$ cat src/rtl/flash_irq_ctl.sv
module flash_irq_ctl #(
  parameter int DEPTH        = 16,
  parameter int DW           = 32,
  parameter int FLUSH_CYCLES = 4
) (
  input  logic          clk,
  input  logic          rst_n,
  input  logic          reg_we,
  input  logic [2:0]    reg_addr,
  input  logic [31:0]   reg_wdata,
  output logic [31:0]   reg_rdata,
  input  logic [7:0]    evt_in,
  input  logic          push,
  input  logic [DW-1:0] push_data,
  input  logic          pop,
  output logic [DW-1:0] pop_data,
  output logic          irq,
  output logic          seq_rst
);
  localparam int PW  = (DEPTH > 1) ? $clog2(DEPTH) : 1;
  localparam int CW  = $clog2(DEPTH + 1);
  localparam int FCW = $clog2(FLUSH_CYCLES + 1);

  localparam logic [2:0] A_MASK  = 3'd0;
  localparam logic [2:0] A_CLR   = 3'd1;
  localparam logic [2:0] A_THR   = 3'd2;
  localparam logic [2:0] A_RCVR  = 3'd3;
  localparam logic [2:0] A_MSTAT = 3'd4;
  localparam logic [2:0] A_FSTAT = 3'd5;
  localparam logic [2:0] A_RAW   = 3'd6;

  logic [7:0]     mask_q, raw_q;
  logic [4:0]     txthr_q, rxthr_q;
  logic           busy_q;
  logic [FCW-1:0] fcnt_q;
  logic [DW-1:0]  mem [DEPTH];
  logic [PW-1:0]  wp_q, rp_q;
  logic [CW-1:0]  cnt_q;

  wire full    = (cnt_q == CW'(DEPTH));
  wire empty   = (cnt_q == '0);
  wire do_push = push && !busy_q && !full;
  wire do_pop  = pop && !busy_q && !empty;

  wire ev_ovf  = push && !busy_q && full;
  wire ev_udf  = pop && !busy_q && empty;
  wire ev_full = do_push && !do_pop && (cnt_q == CW'(DEPTH - 1));
  wire ev_mt   = do_pop && !do_push && (cnt_q == CW'(1));

  wire [7:0] set_vec = evt_in | {4'b0, ev_mt, ev_ovf, ev_udf, ev_full};
  wire [7:0] clr_vec = (reg_we && reg_addr == A_CLR) ? reg_wdata[7:0] : 8'h00;
  wire       start   = reg_we && reg_addr == A_RCVR && reg_wdata[0] && !busy_q;

  wire [7:0] mstat = raw_q & ~mask_q;
  wire [4:0] lvl   = 5'(cnt_q);

  assign irq      = |mstat;
  assign seq_rst  = busy_q;
  assign pop_data = mem[rp_q];

  always_ff @(posedge clk or negedge rst_n) begin
    if (!rst_n) begin
      mask_q  <= 8'hFF;
      raw_q   <= 8'h00;
      txthr_q <= '0;
      rxthr_q <= '0;
    end else begin
      raw_q <= (raw_q & ~clr_vec) | set_vec;
      if (reg_we && reg_addr == A_MASK) mask_q <= reg_wdata[7:0];
      if (reg_we && reg_addr == A_THR) begin
        txthr_q <= reg_wdata[4:0];
        rxthr_q <= reg_wdata[12:8];
      end
    end
  end

  always_ff @(posedge clk or negedge rst_n) begin
    if (!rst_n) begin
      busy_q <= 1'b0;
      fcnt_q <= '0;
    end else if (start) begin
      busy_q <= 1'b1;
      fcnt_q <= FCW'(FLUSH_CYCLES - 1);
    end else if (busy_q) begin
      if (fcnt_q == '0) busy_q <= 1'b0;
      else              fcnt_q <= fcnt_q - 1'b1;
    end
  end

  always_ff @(posedge clk or negedge rst_n) begin
    if (!rst_n) begin
      wp_q  <= '0;
      rp_q  <= '0;
      cnt_q <= '0;
    end else if (busy_q) begin
      wp_q  <= '0;
      rp_q  <= '0;
      cnt_q <= '0;
    end else begin
      if (do_push) wp_q <= (wp_q == PW'(DEPTH - 1)) ? '0 : wp_q + 1'b1;
      if (do_pop)  rp_q <= (rp_q == PW'(DEPTH - 1)) ? '0 : rp_q + 1'b1;
      if (do_push && !do_pop)      cnt_q <= cnt_q + 1'b1;
      else if (do_pop && !do_push) cnt_q <= cnt_q - 1'b1;
    end
  end

  always_ff @(posedge clk) begin
    if (do_push) mem[wp_q] <= push_data;
  end

  always_comb begin
    reg_rdata = 32'h0;
    case (reg_addr)
      A_MASK:  reg_rdata = {24'h0, mask_q};
      A_THR:   reg_rdata = {19'h0, rxthr_q, 3'h0, txthr_q};
      A_RCVR:  reg_rdata = {31'h0, busy_q};
      A_MSTAT: reg_rdata = {24'h0, mstat};
      A_FSTAT: reg_rdata = {11'h0, lvl, 3'h0, lvl, 4'h0, full, empty, empty, full};
      A_RAW:   reg_rdata = {24'h0, raw_q};
      default: reg_rdata = 32'h0;
    endcase
  end

  initial begin
    assert (DEPTH >= 2 && DEPTH <= 31) else $error("DEPTH out of range");
    assert (FLUSH_CYCLES >= 1) else $error("FLUSH_CYCLES out of range");
  end

  p_event_sets_r2: assert property (@(posedge clk) disable iff (!rst_n)
    (set_vec != 8'h00) |=> ((raw_q & $past(set_vec)) == $past(set_vec)));

  p_event_wins_r4: assert property (@(posedge clk) disable iff (!rst_n)
    ((set_vec & clr_vec) != 8'h00) |=> ((raw_q & $past(set_vec & clr_vec)) == $past(set_vec & clr_vec)));

  p_clear_drops_r3: assert property (@(posedge clk) disable iff (!rst_n)
    ((clr_vec & ~set_vec) != 8'h00) |=> ((raw_q & $past(clr_vec & ~set_vec)) == 8'h00));

  p_no_overflow_r6: assert property (@(posedge clk) disable iff (!rst_n)
    cnt_q <= CW'(DEPTH));

  p_flush_empties_r10: assert property (@(posedge clk) disable iff (!rst_n)
    busy_q |=> (cnt_q == '0));

  p_flush_keeps_raw_r11: assert property (@(posedge clk) disable iff (!rst_n)
    (busy_q && set_vec == 8'h00 && clr_vec == 8'h00) |=> $stable(raw_q));
endmodule

$ cat config.mk
export PLATFORM = sky130hd
export DESIGN_NAME = flash_irq_ctl
export DESIGN_NICKNAME = d
export VERILOG_FILES = /design/src/rtl/flash_irq_ctl.sv
export SDC_FILE = /design/constraint.sdc
export NUM_CORES = 1
export LEC_CHECK = 0
export BUFFER_PORTS_ARGS = -buffer_cell sky130_fd_sc_hd__buf_2
export CAP_MARGIN = 10
export CELL_PAD_IN_SITES_DETAIL_PLACEMENT = 1
export CELL_PAD_IN_SITES_GLOBAL_PLACEMENT = 1
export CORE_UTILIZATION = 56
export DETAILED_ROUTE_END_ITERATION = 6
export HOLD_SLACK_MARGIN = 0.06
export MAX_ROUTING_LAYER = met4
export PLACE_DENSITY_LB_ADDON = 0.08
export SLEW_MARGIN = 15
export SYNTH_ARGS = -nofsm -noshare
export SYNTH_HDL_FRONTEND = slang
export SYNTH_SLANG_ARGS = --single-unit
$ cat constraint.sdc
create_clock -name clk -period 7.8 [get_ports clk]
set_clock_uncertainty 0.2 [all_clocks]
set_input_delay 0.39 -clock clk [delete_from_list [all_inputs] [get_ports clk]]
set_output_delay 0.39 -clock clk [all_outputs]
set_load 0.01 [all_outputs]
---- Word-level counts from Yosys, hierarchy flattened ----
Memory sizes are Yosys's and may differ from the RTL's.
Index checks and enable logic that the tools add are counted.
cells by class
  equality and inequality tests ........... 12
  reductions and logical operators ........ 30
  muxes and demuxes ....................... 19
  add/sub/neg operators ................... 5
  bitwise gates (word level) .............. 6
operators with widths
  cell                 number
  $pmux 21 s6          1
  $mux 4               6
  $and 8x8->8          2
  $logic_and 1x1->1    16
  $not 8->8            2
  $mux 5               3
  $eq 3x3->1 const B   3
  $mux 3               3
  $add 4x1->4 const B  2
  $eq 4x4->1 const B   2
  $mux 8               1
  $or 8x4->8           1
  $or 8x8->8           1
  $reduce_or 8->1      1
  $eq 3x2->1 const B   2
  $logic_not 3->1      2
  $reduce_bool 2->1    3
  $add 5x1->5 const B  1
  $eq 5x1->1 const B   1
  $eq 5x4->1 const B   1
  $eq 5x5->1 const B   1
  $logic_not 1->1      5
  $logic_not 5->1      1
  $mux 1               5
  6 further kinds      6
storage, ports and cells
  output and inout bits ................... 66
  input port bits ......................... 80
  memories ................................ 1
  memory bits (writable) .................. 512
  word-level logic and storage cells ...... 82
  register bits after elaboration ......... 43
memories
  memory  depth  width  rd ports  clocked after Yosys merged registers in  write ports  RTL line  RTL
  mem     16     32     1         0                                        1            36        logic [DW-1:0] mem [DEPTH];

---- Depth between registers and ports, before layout ----
  depth after elaboration ................. 8
  mapped depth ............................ 8
  gate-level depth less buffers ........... 6

---- Worst setup path after synthesis ----
Ideal clock, no wire load.
  path kind ............................... register -> register
  start point ............................. register busy_q (netlist: seq_rst)
  end point ............................... memory mem[7][0], enable pin
  period minus slack after synthesis ...... 4.139 ns
  cell stages (with the launch flop) ...... 6
  data arrival time ....................... 3.478 ns
  data required time ...................... 7.139 ns
  path buffers ............................ 2
  slack ................................... 3.661 ns
  setup time .............................. 0.461 ns
  cell sequence ........................... dfrtp_1 buf_2 nor2b_1 clkbuf_1 nand2_1 nor3_1
on the way
  cells in the longest elaborated chain, start to end .. 5
RTL lines
  what                             RTL line  RTL
  start, declared                  34        logic busy_q;
  start signal, assigned           79        busy_q <= 1'b0;
  start signal, assigned           82        busy_q <= 1'b1;
  start signal, assigned           85        if (fcnt_q == '0) busy_q <= 1'b0;
  $logic_not 1->1                  42        wire do_push = push && !busy_q && !full;
  $logic_and 1x1->1 (2 in series)  42
  $mux 1                           108       if (do_push) mem[wp_q] <= push_data;
  $mux 1 (implied by the code)     108
  end, declared                    36
Every way passes these cells.

---- Final worst setup path ----
  start point ............................. register rp_q[1]
  end point ............................... output port pop_data[21]
on the way
  cells in the longest elaborated chain, start to end .. 1
RTL lines
  what                    RTL line  RTL
  start, declared         37        logic [PW-1:0] wp_q, rp_q;
  start signal, assigned  101       if (do_pop) rp_q <= (rp_q == PW'(DEPTH - 1)) ? '0 : rp_q + 1'b1;
  $mem_v2 16x32           n/a
  end, declared           16        output logic [DW-1:0] pop_data,
Every way passes these cells.

==> results_dict.tcl <==
set metrics [dict create \
    status "complete, no violations" \
    rrSetupSlack_ns 4.17 \
    cp_cell_sequence "nor2b_4 -> buf_4 -> a221oi_1 -> a22oi_1 -> nand2_1 -> buf_2" \
    cp-startpoint "rp_q[1]" \
    met2_length_mm 27.77 \
    synth-main-ff-cell "edfxtp_1" \
    drc_errors 0 \
    path_clk_slew_ns 0.06 \
    finalCritPeriodShare_pct 53.14 \
    io-pin-count 146 \
    path_max_fanout 44 \
    antenna_found_initial 2 \
    ctsResizeCount 0 \
    htree_levels 2 \
    ys_types 64 \
    num_vias 12141 \
    powerDensity_nw_per_um2 344.2 \
    die_w_um 201.5 \
    nets 1502 \
    numPortBuffers 112 \
    crit_type "flop to output port" \
    p_comb_share_pct 28.5 \
    setup_viol 0 \
    wirelength_mm 53.74 \
    grt_max_degree 116 \
    grt_pass1_wl_mm 81.34 \
    switchingPower_w 0.002790 \
    power_frac_seq_pct 42.3 \
    instances_no_fill 1977 \
    clock_latency_ns 0.60 \
    irDropWorstVdd_v 0.0002419 \
    synth.top_cells.by_count "512 x edfxtp_1, 130 x mux2i_1, 65 x a221oi_1" \
    start_util_pct 57.24 \
    root_buffer "clkbuf_16" \
    period_minus_slack_ns 4.145 \
    hold_slack_ns 0.1801 \
    drt_iter0_drc 860 \
    drtAntennaViolNets 0 \
    top_layer "met4" \
    ys_ff_latch 555 \
    dp_hpwl_mm 28.07 \
    dp.cells 1806 \
    syn_inst 1228 \
    worstPathRequired_ns 7.21 \
    synth.top_cell.area_share_pct 69.01 \
    m1WireLength_mm 22.04 \
    first_pass_iters 5 \
    worstReg2RegStart "seq_rst" \
    start_kind "flop" \
    hp-class "primary input to flop" \
    die_area_um2 40580 \
    fmax_ghz 0.2413 \
    worstMarginPinSlew_ns 1.216 \
    total_power_w 0.008855 \
    power_frac_clock_pct 29.1 \
    num_rows 72 \
    seq_area_frac_synth_pct 73.89 \
    max_cap_viol_count 0 \
    grt_pass1_vias 13168 \
    drive_gt1_share_pct 22.37 \
    fin_setup_tns_ns 0 \
    p_int_w 0.006066 \
    die_h_um 201.5 \
    yosysTopAreaCell "edfxtp_1" \
    cp.arrival_ns 3.56 \
    yosys-top-cells-area "edfxtp_1 69%, mux4_2 6.5%, mux2i_1 5.8%" \
    dr_wl_met3_mm 2.891 \
    slowest_stage "dfrtp_4" \
    synth_edf_count 512 \
    viasPerCell 6.141 \
    cts_made_buffers 55 \
    rsz0062_at_grt "no" \
    p_leak_nw 8.966 \
    relSlewSlack_pct 18.96 \
    cp-end-kind "output port" \
    area_growth_pct 15.47 \
    min-delay-start "reg_addr[0]" \
    synthArstFlopShare_pct 7.748 \
    yosys_warnings 0 \
    fin_util_pct 66.10 \
    syn_avg_cell_area_um2 18.14 \
    place.gp.congestion 0.7670 \
    drv_slew 0 \
    netlist_area_um2 22280 \
    core_um2 38920 \
    clock-sinks 555 \
    clock_path_buffers 3 \
    track_usage_pct 27.98 \
    tritoncts "done" \
    synth_most_common_cell "edfxtp_1" \
    hold_viol 0 \
    grt_overflow 0 \
    wl_per_cell_um 27.18 \
    switching_share_pct 31.50 \
    cpPeakStageDelay_ns 0.73 \
]
==> power groups by stage <==
| stage | sequential (W) | combinational (W) | clock [W] |
|---|---|---|---|
| final | 0.00375 | 0.00253 | 0.00258 |
| after floorplan | 0.00366 | 0.00180 | 0 |
| after global placement | 0.00379 | 0.00243 | 0 |
| after CTS | 0.00375 | 0.00255 | 0.00262 |
| after global routing | 0.00378 | 0.00272 | 0.00272 |
| after detailed placement | 0.00381 | 0.00250 | 0 |
==> state kept, by name (all words and copies together), names as in the netlist <==
| name | cells |
|---|---|
| rp_q | 4 |
| wp_q | 4 |
| txthr_q | 5 |
| rxthr_q | 5 |
| mask_q | 8 |
| seq_rst | 1 |
| cnt_q | 5 |
| mem | 512 |
| fcnt_q | 3 |
| raw_q | 8 |
==> final cells by class <==
cell class	count	area, um^2
Sequential cell	555	16470
Fill cell	3335	13190
Multi-Input combinational cell	580	5391
Clock buffer	62	1424
Timing Repair Buffer	197	1374
Tap cell	518	648.1
Clock inverter	42	335.3
Inverter	21	78.83
Antenna cell	2	5.005
==> worst paths after layout <==
| check | to | cells past startpoint |
|---|---|---|
| min reg2reg | fcnt_q[1] | 2 |
| min | seq_rst | 3 |
| max in group asynchronous | rp_q[1] | 2 |
| max | pop_data[21] | 6 |
| max reg2reg | mem[3][25] | 6 |
| min in group asynchronous | rxthr_q[4] | 2 |
==> cell families after synthesis <==
group	count (synthesis)	synth area share (%)
AOI/OAI and AO/OA	191	6.358
xor gates and xnor gates	8	0.3763
adders and majority gates	12	0.6740
buffers and inverters	106	2.303
DFF	555	73.89
muxes	209	13.07
other	1	0.01683
and+or+nand+nor	146	3.314
==> critical path, delay by kind of cell (launching register included) <==
family | cells | cell delay, ns
compound gates | 2 | 0.54
buf+inv | 2 | 0.84
flops | 1 | 0.73
simple gates | 2 | 0.80
==> cell usage in the layout, fill, tap and decap left out, types with 5 or more instances in the layout <==
master         count
a21o_1             9
a21oi_1           12
nand2b_1           9
xor2_1             6
and2_2             9
dfrtp_1           33
ha_1              12
inv_1             20
conb_1            14
o21ai_0           41
bufinv_16          5
buf_2            112
nand2_1           58
dlygate4sd3_1     65
clkinv_2          11
clkbuf_16         56
edfxtp_1         512
buf_4             19
nand3_1           12
a22oi_1           32
clkinv_1          21
a221oi_1          65
mux2i_1          130
mux4_2            64
dfstp_2            8
nor2_1            21
clkbuf_1           6
mux2_2            15
==> metrics by stage <==
| step | cell area [um^2] | worst slack [ns] |
|---|---|---|
| after global routing | 25720 | 3.433 |
| after floorplan | 22330 | 3.661 |
| final | 25720 | 3.655 |
| after global placement | 23310 | 4.263 |
| after detailed placement | 23310 | 4.229 |
| after CTS | 25720 | 3.627 |
==> repair_timing <==
item / 4_1_cts / 5_1_grt
hold endpoints to repair: 580 / 0
hold buffers: 65 / 0
setup endpoints to repair: 0 / 0
buffers inserted: 0 / 0
==> routing by layer <==
layer  up-vias  GRT usage (%)
met5         -              -
li1       5324              -
met2       359          46.44
met4         0          7.170
met1      6375          36.23
met3        83          4.584
Power figures use the tool's default switching activity.
